### config.mk
export PLATFORM = sky130hd
export DESIGN_NAME = rst_supervisor
export DESIGN_NICKNAME = d
export VERILOG_FILES = /design/src/rtl/rstsup_pkg.sv /design/src/rtl/rstsup_sync2.sv /design/src/rtl/rstsup_press_qual.sv /design/src/rtl/rstsup_stretch.sv /design/src/rtl/rst_supervisor.sv
export SDC_FILE = /design/constraint.sdc
export NUM_CORES = 1
export LEC_CHECK = 0
export ABC_AREA = 1
export BUFFER_PORTS_ARGS = -buffer_cell sky130_fd_sc_hd__buf_2
export CORE_AREA = 4 4 41 43
export DETAILED_ROUTE_END_ITERATION = 10
export DIE_AREA = 0 0 45 47
export GPL_ROUTABILITY_DRIVEN = 0
export PLACE_DENSITY = 0.77
export RECOVER_POWER = 50
export SLEW_MARGIN = 20
export SYNTH_ARGS = -nofsm -noshare
export SYNTH_HDL_FRONTEND = slang
export SYNTH_HIERARCHICAL = 1
export SYNTH_SLANG_ARGS = --single-unit
### constraint.sdc
create_clock -name clk -period 2.4 [get_ports clk]
set_clock_uncertainty 0.1 [all_clocks]
set_input_delay 0.12 -clock clk [delete_from_list [all_inputs] [get_ports clk]]
set_output_delay 0.12 -clock clk [all_outputs]
set_load 0.005 [all_outputs]
### src/rtl/rstsup_pkg.sv
package rstsup_pkg;

  // Bits needed to hold the values 0..n inclusive.
  function automatic int unsigned cnt_w(input int unsigned n);
    cnt_w = (n < 1) ? 1 : $clog2(n + 1);
  endfunction

  // Next value of a run counter that saturates at lim and clears when run is low.
  function automatic int unsigned run_next(input int unsigned cur,
                                           input int unsigned lim,
                                           input logic run);
    if (!run)
      run_next = 0;
    else if (cur >= lim)
      run_next = lim;
    else
      run_next = cur + 1;
  endfunction

  // Edges from a supply return to reset release: two sync flops, the count, the output flop.
  function automatic int unsigned supply_release_lat(input int unsigned stretch);
    supply_release_lat = stretch + 3;
  endfunction

endpackage

### src/rtl/rstsup_sync2.sv
module rstsup_sync2 #(
  parameter logic INIT = 1'b0
) (
  input  logic clk,
  input  logic por_n,
  input  logic d_i,
  output logic q_o
);
  logic meta_q;
  logic stab_q;

  always_ff @(posedge clk or negedge por_n) begin
    if (!por_n) begin
      meta_q <= INIT;
      stab_q <= INIT;
    end else begin
      meta_q <= d_i;
      stab_q <= meta_q;
    end
  end

  assign q_o = stab_q;
endmodule

### src/rtl/rstsup_press_qual.sv
module rstsup_press_qual #(
  parameter int unsigned MIN_CYCLES = 4
) (
  input  logic clk,
  input  logic por_n,
  input  logic btn_n_i,
  output logic press_o
);
  localparam int unsigned W = rstsup_pkg::cnt_w(MIN_CYCLES);
  localparam logic [W-1:0] LIM = W'(MIN_CYCLES);

  logic [W-1:0] run_q;
  logic [W-1:0] run_d;
  logic         is_low;

  assign is_low = ~btn_n_i;
  assign run_d  = W'(rstsup_pkg::run_next(int'(run_q), MIN_CYCLES, is_low));

  always_ff @(posedge clk or negedge por_n) begin
    if (!por_n) run_q <= '0;
    else        run_q <= run_d;
  end

  assign press_o = (run_q == LIM);

  // a press is reported only after a run of low samples, so the sampled
  // input must still have been low one cycle earlier.
  press_needs_low_chk: assert property (@(posedge clk) disable iff (!por_n)
    $rose(press_o) |-> $past(is_low));

  // a high sample ends the press on the next cycle.
  press_ends_chk: assert property (@(posedge clk) disable iff (!por_n)
    btn_n_i |=> !press_o);
endmodule

### src/rtl/rstsup_stretch.sv
module rstsup_stretch #(
  parameter int unsigned STRETCH = 20
) (
  input  logic clk,
  input  logic por_n,
  input  logic hold_i,
  output logic done_o
);
  localparam int unsigned W = rstsup_pkg::cnt_w(STRETCH);
  localparam logic [W-1:0] FULL = W'(STRETCH);

  logic [W-1:0] cnt_q;

  always_ff @(posedge clk or negedge por_n) begin
    if (!por_n)             cnt_q <= '0;
    else if (hold_i)        cnt_q <= '0;
    else if (cnt_q != FULL) cnt_q <= cnt_q + 1'b1;
  end

  assign done_o = (cnt_q == FULL);


  cnt_clear_chk: assert property (@(posedge clk) disable iff (!por_n)
    hold_i |=> (cnt_q == '0));


  cnt_step_chk: assert property (@(posedge clk) disable iff (!por_n)
    (!hold_i && !done_o) |=> (cnt_q == $past(cnt_q) + 1'b1));
endmodule

### src/rtl/rst_supervisor.sv
module rst_supervisor #(
  parameter int unsigned RST_CYCLES    = 20,
  parameter int unsigned MR_MIN_CYCLES = 4
) (
  input  logic clk,
  input  logic por_n,
  input  logic supply_ok_i,
  input  logic man_rst_n_i,
  output logic sys_rst_n_o,
  output logic rst_release_o
);
  logic supply_s;
  logic man_s;
  logic man_press;
  logic hold_w;
  logic done_w;
  logic rst_n_q;
  logic rel_q;

  rstsup_sync2 #(.INIT(1'b0)) u_sync_sup (
    .clk(clk), .por_n(por_n), .d_i(supply_ok_i), .q_o(supply_s));

  rstsup_sync2 #(.INIT(1'b1)) u_sync_man (
    .clk(clk), .por_n(por_n), .d_i(man_rst_n_i), .q_o(man_s));

  rstsup_press_qual #(.MIN_CYCLES(MR_MIN_CYCLES)) u_qual (
    .clk(clk), .por_n(por_n), .btn_n_i(man_s), .press_o(man_press));

  assign hold_w = ~supply_s | man_press;

  rstsup_stretch #(.STRETCH(RST_CYCLES)) u_stretch (
    .clk(clk), .por_n(por_n), .hold_i(hold_w), .done_o(done_w));

  always_ff @(posedge clk or negedge por_n) begin
    if (!por_n) begin
      rst_n_q <= 1'b0;
      rel_q   <= 1'b0;
    end else begin
      rst_n_q <= ~hold_w & done_w;
      rel_q   <= ~hold_w & done_w & ~rst_n_q;
    end
  end

  assign sys_rst_n_o   = rst_n_q;
  assign rst_release_o = rel_q;


  supply_low_rst_chk: assert property (@(posedge clk) disable iff (!por_n)
    !supply_s |=> !sys_rst_n_o);


  press_rst_chk: assert property (@(posedge clk) disable iff (!por_n)
    man_press |=> !sys_rst_n_o);


  release_after_full_chk: assert property (@(posedge clk) disable iff (!por_n)
    $rose(sys_rst_n_o) |-> $past(done_w));


  flag_on_rise_chk: assert property (@(posedge clk) disable iff (!por_n)
    rst_release_o |-> $rose(sys_rst_n_o));


  flag_single_chk: assert property (@(posedge clk) disable iff (!por_n)
    rst_release_o |=> !rst_release_o);
endmodule

==> impl_results.md, run 1 <==
* Status: finished, final reports clean
* Vias/cell at between 4 and 5
* Die area at 2120 um^2
* # DRC at 0
* Int Power at 0.364 mW
* CP max stage delay at between 0.3 and 0.4 ns
* Placed insts at between 80 and 90
* Clock latency on the worst-skew pair at roughly 0.28 ns
* Syn Nets at 72
* Critical Path Start Type: flip-flop
* Most frequent cells in the layout: inv_1 (13), dfrtp_1 (12), nand2_1 (10), nor2_1 (7), nand3_1 (7)
* Seq/Total Area, Yosys at 57.2%
* Starting Density at 47.4%
* 1st-pass router iterations at 4
* Sw Ratio at 23.9%
* Final Cycle Share at between 50 and 60%
* CORE AREA at 1300 um^2
* Die Wd at approximately 45 um
* RSZ-0062 raised after global routing: no
* Commonest non-fill, non-tap cell in the layout: inv_1
* Critical-path top delay cell: dfrtp_1
* Most frequent CP cell: inv_1
* Per-cell routed wire length at 9.90 um
* Combinational share of power at under 10%
* 1st-iter DRT viols at 6
* CP Launch Point: u_qual/run_q[0]
* Cell Chain, Critical Path: inv_1 > ha_1 > nand2_1 > inv_1 > inv_1 > nand2_1 > inv_1 > o21ai_0 > nor2_1
* P_sw at 0.114 mW
* Fin. Hold Viols at 0
* Num rows at 13
* PwrDens at 659 nW/um^2
* Io pins at 6
* Final Worst Setup Slack at 1.07 ns
* Final Total Pwr at 0.478 mW
* Setup-failing EPs final at 0
* Fmax at roughly 750 MHz
* # resized after CTS at 0
* Worst hold path class: flip-flop to flip-flop
* Post-route ant nets at 0
* Nets at 85
* Clock power frac at 35.3%
* Syn Inst Count at 64
* Worst slew margin at 51.2%
* Pin count of the biggest net entering global routing at 15
* Fin util at 55.8%
* Post-Syn Area per Cell at 9.64 um^2
* Root Buffer: clkbuf_4
* Final Max Slew Viols at 0
* Synth Cell Area at 617 um^2
* Placed inst area at 661 um^2
* Clock Path Buffers at 2
* Area Growth Syn to Fin at 17.6%
* Distinct cell type count after synthesis at 15
* Fin crit period at roughly 1.3 ns
* CP Capture Type: flip-flop
* Hold Slack at 0.260 ns
* Fraction of layout cells with a size suffix above 1 at 22.4%
* Antenna cell count at 0
* CP required at 2.52 ns
* First-pass GRT wire length at 1740 um
* Total track usage at 11.7%
* H-Tree Depth at 1
* Post-CTS setup buffer count at 0
* RR Endpoint: u_stretch/cnt_q[4]
* Crit path max fanout at 6
* Final Cell Area at 726 um^2
* Worst setup path endpoint: u_stretch/cnt_q[4]
* Initial antenna violation count at 0
* Sequential cell fraction of total power at 55.0%
* FF-to-FF path depth at 9
* Setup TNS Final at 0 ns
* Worst slew pin tran at 0.732 ns
* Vias at 418
* Maximum VDD drop at 0.426 mV
* Die Ht at ~47 um
* Clock Pin Slew Worst Setup and Hold Paths at 0.09 ns
* Yosys warns at 6
* CP Class: flip-flop to flip-flop
* Leakage at 0.387 nW
* Num CTS Buffers at 3
* Finished Layout Cells at about 90
* Clock sink total at 14
* Synth Register Bits at 14
* Global route overflow at 0
* Vias in the first global route at 425
* FF-to-FF setup slack at 1.07 ns
* Arrival @ worst endpoint at 1.45 ns
* Setup WS pre-CTS at approximately 1.1 ns
* RR Startpoint: u_qual/run_q[0]
* Max-Cap Viols at 0
* DP HPWL at around 660 um
* Post-Route WL at 901 um
* IO Port Bufs at 5
* Fill cells at 121
* CTS tree: yes
-- state kept, by name, summed over array words and instances (netlist names) --
| register | flops |
|---|---|
| u_stretch/cnt_q | 5 |
| u_qual/run_q | 3 |
| rst_release_o | 1 |
| sys_rst_n_o | 1 |
| u_sync_man/meta_q | 1 |
| u_sync_man/q_o | 1 |
| u_sync_sup/meta_q | 1 |
| u_sync_sup/q_o | 1 |
-- per-layer routing --
layer | GRT usage [%] | vias up | part of all wire, %
li1 | - | 218 | -
met3 | 2.30 | 2 | 4.4
met2 | 19.5 | 6 | 46
met5 | 0 | - | 0
met1 | 14.0 | 192 | 48
met4 | 7.02 | 0 | 1.1
-- synthesized netlist by cell type --
| master | count | area (um^2) |
|---|---|---|
| inv_1 | 13 | 48.8 |
| dfrtp_1 | 12 | 300 |
| a21oi_2 | 1 | 8.76 |
| o21ai_0 | 1 | 5.00 |
| nand2_1 | 10 | 37.5 |
| nor2_4 | 1 | 11.3 |
| xnor2_1 | 1 | 8.76 |
| inv_2 | 1 | 3.75 |
| dfstp_2 | 2 | 52.6 |
| nor2_2 | 2 | 12.5 |
| nor2_1 | 7 | 26.3 |
| nand3_1 | 7 | 35.0 |
| nand2_2 | 1 | 6.26 |
| ha_1 | 4 | 50.1 |
| nand3_2 | 1 | 10.0 |
-- area by class of cell --
type                    count  area (um^2)  area share (%)
flip-flops and latches     14          353            48.6
multi-input cells          36          211            29.1
well taps                  15         18.8            2.59
clock buffers               4         36.3            5.00
repair buffers              8         53.8            7.41
inverters                  14         52.6            7.24
-- what timing repair did --
item                                    4_1_cts  5_1_grt
endpoints found under the hold margin        16        0
hold buffers                                  3        0
endpoints found under the setup margin        0        0
-- cells by family after synthesis --
| logic type | Yosys count | synth area share, % |
|---|---|---|
| flops | 14 | 57.2 |
| xor+xnor | 1 | 1.42 |
| compound gates | 2 | 2.23 |
| buf+inv | 14 | 8.52 |
| fa+ha+maj | 4 | 8.11 |
| simple gates | 29 | 22.5 |
-- power by group through the flow --
stage               registers [mW]  clock network (mW)  logic (mW)
floorplan                    0.265                   0      0.0315
detailed placement           0.267                   0      0.0433
finish                       0.263               0.169      0.0465
global placement             0.266                   0      0.0414
global route                 0.266               0.185      0.0550
CTS                          0.263               0.174      0.0473
-- worst min path at each step --
stage	start	slack, ns	cells past startpoint	end
6_report	u_sync_man/meta_q	0.26	0	u_sync_man/q_o
4_1_cts	por_n	0.16	2	u_stretch/cnt_q[4]
3_3_place_gp	por_n	-0.08	1	u_stretch/cnt_q[4]
2_1_floorplan	por_n	-0.28	0	rst_release_o
3_5_place_dp	por_n	-0.07	1	u_stretch/cnt_q[4]
5_1_grt	u_sync_man/meta_q	0.26	0	u_sync_man/q_o
-- worst max-delay path: cells and delay by family (launching register included) --
kind | cells | cell delay, ns
fa+ha+maj | 1 | 0.18
flops | 1 | 0.36
compound gates | 1 | 0.11
buf+inv | 4 | 0.31
simple gates | 3 | 0.22
No activity file was read; power rests on OpenSTA's default activity.
==> inputs of run 2 (changes only) <==
--- a/config.mk
+++ b/config.mk
@@ -11,7 +11,7 @@
 export DETAILED_ROUTE_END_ITERATION = 10
 export DIE_AREA = 0 0 45 47
 export GPL_ROUTABILITY_DRIVEN = 0
-export PLACE_DENSITY = 0.77
+export PLACE_DENSITY = 0.79
 export RECOVER_POWER = 50
 export SLEW_MARGIN = 20
 export SYNTH_ARGS = -nofsm -noshare
==> constraint.sdc (replaced) <==
create_clock -name clk -period 1.2 [get_ports clk]
set_clock_uncertainty 0.1 [all_clocks]
set_input_delay 0.06 -clock clk [delete_from_list [all_inputs] [get_ports clk]]
set_output_delay 0.06 -clock clk [all_outputs]
set_load 0.005 [all_outputs]
==> impl_results.md, run 2 (synthesis gave the netlist of run 1 again) <==
* Root Buffer: clkbuf_4
* Worst slew margin at around half
* First-pass GRT wire length at 1870 um
* Final Cell Area at a little under 900 um^2
* Post-Route WL at 1130 um
* # DRC at 0
* Nets at 97
* Final Total Pwr at about 1.1 mW
* H-Tree Depth at 1
* Placed inst area at between 700 and 800 um^2
* RSZ-0062 raised after global routing: yes
* Die area at 2120 um^2
* Area Growth Syn to Fin at 40.8%
* Total track usage at 13.2%
* Num rows at 13
* Post-route ant nets at 0
* Met3 Use GR at 3.45%
* CTS tree: yes
* Num CTS Buffers at 3
* Vias in the first global route at 440
* Register area at 353 um^2
* Vias at 461
* Global route overflow at 0
* CP Capture Type: flip-flop
* Leakage at 0.447 nW
* Max FFs per register at 5
* Clock Pin Slew Worst Setup and Hold Paths at roughly 0.09 ns
* DP HPWL at roughly 700 um
* Max-Cap Viols at 0
* CORE AREA at 1300 um^2
* Per-cell routed wire length at 10.9 um
* Final Cycle Share at 105%
* Antenna cell count at 0
* Crit path max fanout at 6
* Clock Path Buffers at 2
* CP required at between 1 and 1.5 ns
* Starting Density at 47.4%
* Most frequent cells in the layout: dfrtp_1 (12), buf_4 (11), inv_1 (9), nand2_1 (7), nor2_1 (5)
* Top reg by flops: u_stretch/cnt_q
* 1st-pass router iterations at 4
* Fin. Hold Viols at 0
* Io pins at 6
* Initial antenna violation count at 0
* Fill cells at 97
* 1st-iter DRT viols at 12
* Status: finished with violations
* Setup WS pre-CTS at -0.0713 ns
* Final Worst Setup Slack at -0.0550 ns
* Finished Layout Cells at 103
* GR Util met1 at 16.6%
* FF-to-FF setup slack at -0.06 ns
* Fin crit period at around 1.3 ns
* Hold Slack at about 0.24 ns
* Worst slew pin tran at 0.726 ns
* PwrDens at around 1200 nW/um^2
* Fraction of layout cells with a size suffix above 1 at 50.0%
* CP Class: flip-flop to flip-flop
* Arrival @ worst endpoint at 1.33 ns
* Maximum VDD drop at 0.753 mV
* Routing usage on met2 at 18.4%
* Fin util at 66.7%
* Critical Path Start Type: flip-flop
* Gr busiest metal: met2
* Clock latency on the worst-skew pair at 0.28 ns
* Biggest regs: u_stretch/cnt_q: 5 flops, u_qual/run_q: 3 flops
* Worst hold path class: primary input to async pin
* Failing checks: setup timing
* Pin count of the biggest net entering global routing at 15
* Clock sink total at 14
* Final Max Slew Viols at 0
* IO Port Bufs at 5
* Commonest non-fill, non-tap cell in the layout: dfrtp_1
* Vias/cell at 4.48
* Fmax at about 800 MHz
* Die Ht at roughly 47 um
* Setup-failing EPs final at 7
* Placed insts at 91
* Die Wd at 45 um
* Area of the multi-input gates at 258 um^2
* Setup TNS Final at -0.151 ns
==> run 2: cell types whose count changed in the layout (fill, tap and decap cells not counted), sizes merged <==
| cell | previous run | this run |
|---|---|---|
| buf | 4 | 16 |
==> run 2: area by class of cell <==
| cell class | instances | area share [%] |
|---|---|---|
| tap | 15 | 2.16 |
| sequential | 14 | 40.6 |
| inverter | 14 | 6.34 |
| clock buffer | 4 | 4.18 |
| timing repair buffer | 20 | 17.0 |
| multi-input combinational | 36 | 29.7 |
==> run 2: path summary, 6_finish.rpt <==
path / to / startpoint / cells past startpoint
setup reg to reg: u_stretch/cnt_q[1] / u_qual/run_q[0] / 9
max in group asynchronous: u_stretch/cnt_q[3] / por_n / 2
hold / removal: u_qual/run_q[1] / por_n / 2
hold reg to reg: u_sync_sup/q_o / u_sync_sup/meta_q / 0
min in group clk: u_sync_sup/q_o / u_sync_sup/meta_q / 0
setup / recovery: u_stretch/cnt_q[1] / u_qual/run_q[0] / 9
==> run 2: report_power, final <==
part | switching (mW) | total (mW) | internal [mW]
registers | 0.0214 | 0.524 | 0.503
clock network | 0.158 | 0.343 | 0.185
logic | 0.0874 | 0.193 | 0.106
==> run 2: worst max-delay path: stages (launching register included) <==
cell,delay [ns]
dfrtp_1,0.39
inv_2,0.10
ha_4,0.13
nand2_1,0.05
inv_1,0.07
inv_2,0.04
nand2_2,0.08
inv_4,0.06
nand3_1,0.07
nand2_1,0.06
==> run 2: repair_timing <==
action / in CTS / in global routing
pin swaps: 2 / 6
hold buffers: 3 / 0
buffers inserted: 5 / 1
endpoints found under the hold margin: 16 / 0
setup endpoints to repair: 5 / 8
gates resized for setup: 8 / 10
==> run 2: routing by layer <==
| layer | up-vias | wire length, um |
|---|---|---|
| li1 | 240 | - |
| met2 | 12 | 493 |
| met5 | - | 0 |
| met3 | 5 | 57 |
| met1 | 204 | 537 |
| met4 | 0 | 39 |
